===== config.mk =====
export PLATFORM = sky130hd
export DESIGN_NAME = irq_latched_arbiter
export DESIGN_NICKNAME = d
export VERILOG_FILES = /design/src/rtl/irq_arb_pkg.sv /design/src/rtl/irq_req_latch.sv /design/src/rtl/irq_prio_pick.sv /design/src/rtl/irq_latched_arbiter.sv
export SDC_FILE = /design/constraint.sdc
export NUM_CORES = 1
export LEC_CHECK = 0
export BUFFER_PORTS_ARGS = -buffer_cell sky130_fd_sc_hd__buf_4
export CORE_AREA = 2 2 39 41
export DETAILED_ROUTE_END_ITERATION = 7
export DIE_AREA = 0 0 41 43
export GPL_ROUTABILITY_DRIVEN = 0
export GPL_TIMING_DRIVEN = 0
export PLACE_DENSITY_LB_ADDON = 0.2
export SYNTH_ARGS = -nofsm -noshare
export SYNTH_HDL_FRONTEND = slang
export SYNTH_SLANG_ARGS = --single-unit

===== constraint.sdc =====
create_clock -name clk_i -period 1.7 [get_ports clk_i]
set_input_delay 0.085 -clock clk_i [delete_from_list [all_inputs] [get_ports clk_i]]
set_output_delay 0.085 -clock clk_i [all_outputs]
set_load 0.005 [all_outputs]

===== src/rtl/irq_arb_pkg.sv =====
package irq_arb_pkg;
  typedef enum logic {
    ARB_IDLE = 1'b0,
    ARB_HELD = 1'b1
  } arb_state_e;
endpackage


===== src/rtl/irq_req_latch.sv =====
module irq_req_latch #(
  parameter int N = 5
) (
  input  logic         clk_i,
  input  logic         rst_ni,
  input  logic [N-1:0] set_i,
  input  logic [N-1:0] clr_i,
  output logic [N-1:0] lat_o
);
  for (genvar g = 0; g < N; g++) begin : g_bit
    always_ff @(posedge clk_i or negedge rst_ni) begin
      if (!rst_ni)       lat_o[g] <= 1'b0;
      else if (clr_i[g]) lat_o[g] <= 1'b0;
      else if (set_i[g]) lat_o[g] <= 1'b1;
    end

    p_sticky_r2: assert property (@(posedge clk_i) disable iff (!rst_ni)
      lat_o[g] && !clr_i[g] |=> lat_o[g]);
  end
endmodule


===== src/rtl/irq_prio_pick.sv =====
module irq_prio_pick #(
  parameter int N = 5,
  parameter int W = 3
) (
  input  logic [N-1:0] req_i,
  output logic         any_o,
  output logic [W-1:0] idx_o
);
  always_comb begin
    any_o = 1'b0;
    idx_o = '0;
    // scan downward so the lowest index is written last
    for (int i = N - 1; i >= 0; i--) begin
      if (req_i[i]) begin
        any_o = 1'b1;
        idx_o = W'(i);
      end
    end
  end

  always_comb begin
    if (any_o) a_pick_valid_r5: assert (((req_i >> idx_o) & N'(1)) != '0);
  end
endmodule


===== src/rtl/irq_latched_arbiter.sv =====
module irq_latched_arbiter
  import irq_arb_pkg::*;
#(
  parameter int N_HW = 4,
  localparam int N_SRC = N_HW + 1,
  localparam int VEC_W = $clog2(N_SRC)
) (
  input  logic             clk_i,
  input  logic             rst_ni,
  input  logic [N_HW-1:0]  hw_req_i,
  input  logic             swi_req_i,
  input  logic             i_mask_i,
  input  logic             arb_start_i,
  input  logic             svc_ack_i,
  output logic             irq_pending_o,
  output logic [VEC_W-1:0] vec_code_o
);
  arb_state_e       state_q;
  logic [VEC_W-1:0] win_q;
  logic             imask_q;
  logic [N_SRC-1:0] lat, elig, clr_vec;
  logic             any_elig, ack_fire, mask_drop;
  logic [VEC_W-1:0] pick_idx;

  assign ack_fire  = (state_q == ARB_HELD) && svc_ack_i;
  assign mask_drop = (state_q == ARB_HELD) && imask_q && !i_mask_i;
  assign clr_vec   = ack_fire ? (N_SRC'(1) << win_q) : '0;

  irq_req_latch #(.N(N_SRC)) u_latch (
    .clk_i  (clk_i),
    .rst_ni (rst_ni),
    .set_i  ({hw_req_i, swi_req_i}),
    .clr_i  (clr_vec),
    .lat_o  (lat)
  );

  // code 0 (software) is never masked
  assign elig = lat & {{N_HW{~i_mask_i}}, 1'b1};

  irq_prio_pick #(.N(N_SRC), .W(VEC_W)) u_pick (
    .req_i (elig),
    .any_o (any_elig),
    .idx_o (pick_idx)
  );

  always_ff @(posedge clk_i or negedge rst_ni) begin
    if (!rst_ni) begin
      state_q <= ARB_IDLE;
      win_q   <= '0;
      imask_q <= 1'b0;
    end else begin
      imask_q <= i_mask_i;
      unique case (state_q)
        ARB_IDLE: if (arb_start_i && any_elig) begin
          state_q <= ARB_HELD;
          win_q   <= pick_idx;
        end
        ARB_HELD: if (ack_fire || mask_drop) state_q <= ARB_IDLE;
        default: state_q <= ARB_IDLE;
      endcase
    end
  end

  assign irq_pending_o = (state_q == ARB_HELD);
  assign vec_code_o    = win_q;

  p_rise_on_start_r3: assert property (@(posedge clk_i) disable iff (!rst_ni)
    $rose(irq_pending_o) |-> $past(arb_start_i));

  p_masked_swi_only_r4: assert property (@(posedge clk_i) disable iff (!rst_ni)
    $rose(irq_pending_o) && $past(i_mask_i) |-> vec_code_o == '0);

  p_no_displace_r6: assert property (@(posedge clk_i) disable iff (!rst_ni)
    irq_pending_o && !svc_ack_i && !(imask_q && !i_mask_i)
      |=> irq_pending_o && $stable(vec_code_o));

  p_ack_drops_r7: assert property (@(posedge clk_i) disable iff (!rst_ni)
    irq_pending_o && svc_ack_i |=> !irq_pending_o);

  p_idle_hold_r9: assert property (@(posedge clk_i) disable iff (!rst_ni)
    !irq_pending_o |=> irq_pending_o || $stable(vec_code_o));
endmodule


==> metrics.txt <==
synth-to-layout area growth=36.39%; crit start category=primary input; Slew Viols, Final=0; clk root buf=clkbuf_4; fin area=roughly 650 um^2; DR WL/cell=12.48 um; layout cells sized above 1=around a third; maximum vdd drop=between 0.0004 and 0.0005 V; die footprint=approximately 1800 um^2; r2r setup slk=between 0.2 and 0.25 ns; DRT Pass-1 Iters=4; placed cell count=74; Cells after Synth=45; RSZ-0062 raised after global routing=false; Min Hold Slack=around 0.028 ns; clk_skew=a little under 0.007 ns; endpoint type of the worst setup path=flip-flop; IO Pins=14; status=complete, no violations; initial antenna violation count=0; worst skew pair latency=approximately 0.28 ns; nets=75; Hold Crit Depth=2; H-tree levels=1; Cell Count, Final, Fillers Out=80; post-synthesis area per instance=10.62 um^2; initial core utilization=between 30 and 40%; hold endpoint=u_latch.lat_o[4]; Placement Rows=14; Iter 0 DRT Violations=7; Seq cells post-synth=10; clock transition at the registers of the reported paths=about 0.080 ns; number of global-route vias before repair=397; Routed Antenna Nets=0; cells resized by post-CTS repair=0; Bufs on Longest Clock Path=2; Final Util=a little under half; max frequency=between 600 and 700 MHz; worst reg-to-reg path cell count=3; Syn Std Cell Area=between 400 and 500 um^2; Final setup viols=0; HP Class=in2reg; fin crit period=between 1.5 and 2 ns; Port Buffers=13; drt total wl=998 um; post-synthesis sequential area ratio=between 50% and 60%; WP data arrival=about 1.7 ns; slew of the pin with the lowest slew margin=0.2422 ns; MaxCap Viol Count=0; post-CTS setup buffer count=0; DP Worst Slack=0.2299 ns; WS Path Type=in2reg; number of clock sinks=10; gr usage total=15.16%; LEAKAGE=~0.29 nW; Final Cycle Share=approximately nine tenths; HPWL after DPL=roughly 760 um; Max FO, Critical Path=7; Slew Limit Headroom=83.74%; DRC=0; CTS tree=built; total power draw=between 0.8 and 0.9 mW; pwr/cell area=approximately 1200 nW/um^2; Die Span Y=43 um; grt total ovfl=0; Worst R2R Start=irq_pending_o; vias=413; CTS Buf Count=3; via/cell ratio=a little over 5; Ys Warns=0; setup TNS=0 ns; distinct cell type count after synthesis=27; final hold violation count=0; maximum number of pins on one net before global-route repair=11; FILL cells=around 130; Post-Syn Nets=55; Worst EP required=1.86 ns; total inserted antenna cells=0; hold-fix buffer count after cts=2; Core Box Area=roughly 1400 um^2; DIE WIDTH=about 40 um; FF-to-FF End=vec_code_o[0]; dpl cell area=595.6 um^2; final setup margin=0.1631 ns; HP Start=svc_ack_i; global-route wire length before repair=between 1500 and 2000 um
## routing by layer
metal	up-vias	routed length [um]	global-route usage [%]
li1	202	-	-
met1	198	434	20.13
met2	9	505	20.31
met3	4	35	4.712
met4	0	22	10.00
met5	-	0	0
## cells by family after synthesis
logic type	Yosys count	share of synthesized area (%)
AO/OA/AOI/OAI	13	20.68
AND/OR/NAND/NOR	21	26.18
flip-flops	10	52.36
buffers and inverters	1	0.7846
## worst max-delay path, stage by stage
cell and delay, ns:
dlygate4sd3_1 0.53, buf_4 0.16, or3b_4 0.40, or2_4 0.26, a32o_2 0.26
## worst max-delay path by stage
stage	endpoint	cells after the start	start
finish	vec_code_o[0]	5	i_mask_i
CTS	vec_code_o[0]	5	i_mask_i
global route	vec_code_o[0]	5	i_mask_i
global placement	vec_code_o[0]	3	irq_pending_o
detailed placement	vec_code_o[0]	3	irq_pending_o
floorplan	vec_code_o[0]	3	irq_pending_o
## registers in the layout (all words and copies together) (netlist names)
signal         cells
vec_code_o         3
irq_pending_o      1
imask_q            1
u_latch.lat_o      5
## layout by cell type (no fill, tap or decap), types with 2 or more instances in the layout
cell type / synthesis / layout
a31oi_1: 2 / 2
clkbuf_4: 0 / 3
dfrtp_1: 10 / 10
nor2b_1: 2 / 2
dlygate4sd3_1: 0 / 2
buf_4: 0 / 13
nor2_1: 8 / 8
## Yosys cell counts
library cell | instances | share of area [%]
or2_4 | 1 | 1.8
a31oi_1 | 2 | 2.6
a31o_1 | 1 | 1.8
o22a_1 | 1 | 1.8
nor2_1 | 8 | 6.3
nor3b_1 | 1 | 1.6
o21a_1 | 1 | 1.6
o21ba_1 | 1 | 2.1
and3b_1 | 1 | 1.8
o21ai_0 | 1 | 1.0
nor2b_1 | 2 | 2.6
a32o_2 | 1 | 2.4
inv_1 | 1 | 0.78
nand2b_2 | 1 | 1.8
nand2_1 | 1 | 0.78
o211a_1 | 1 | 2.1
or3b_4 | 1 | 2.4
o21ai_1 | 1 | 1.0
a41oi_1 | 1 | 1.8
nand3b_1 | 1 | 1.6
o22ai_1 | 1 | 1.3
nand3_1 | 1 | 1.0
dfrtp_1 | 10 | 52
a21oi_1 | 1 | 1.0
nor4_1 | 1 | 1.3
and2b_2 | 1 | 1.8
nand2b_1 | 1 | 1.3
## area by class of cell
class	instances	area, um^2	share of cell area [%]
multi-input combinational	34	224.0	34.36
tap	16	20.02	3.071
timing repair buffer	15	117.6	18.04
sequential	10	250.2	38.39
inverter	1	3.754	0.5758
clock buffer	4	36.28	5.566
## where the power goes
group | total [mW] | leakage, nW | internal (mW) | switching, mW
clock | 0.224 | 0.0210 | 0.130 | 0.0940
sequential | 0.367 | 0.110 | 0.294 | 0.0724
combinational | 0.214 | 0.158 | 0.128 | 0.0861
Power figures use the tool's default switching activity.
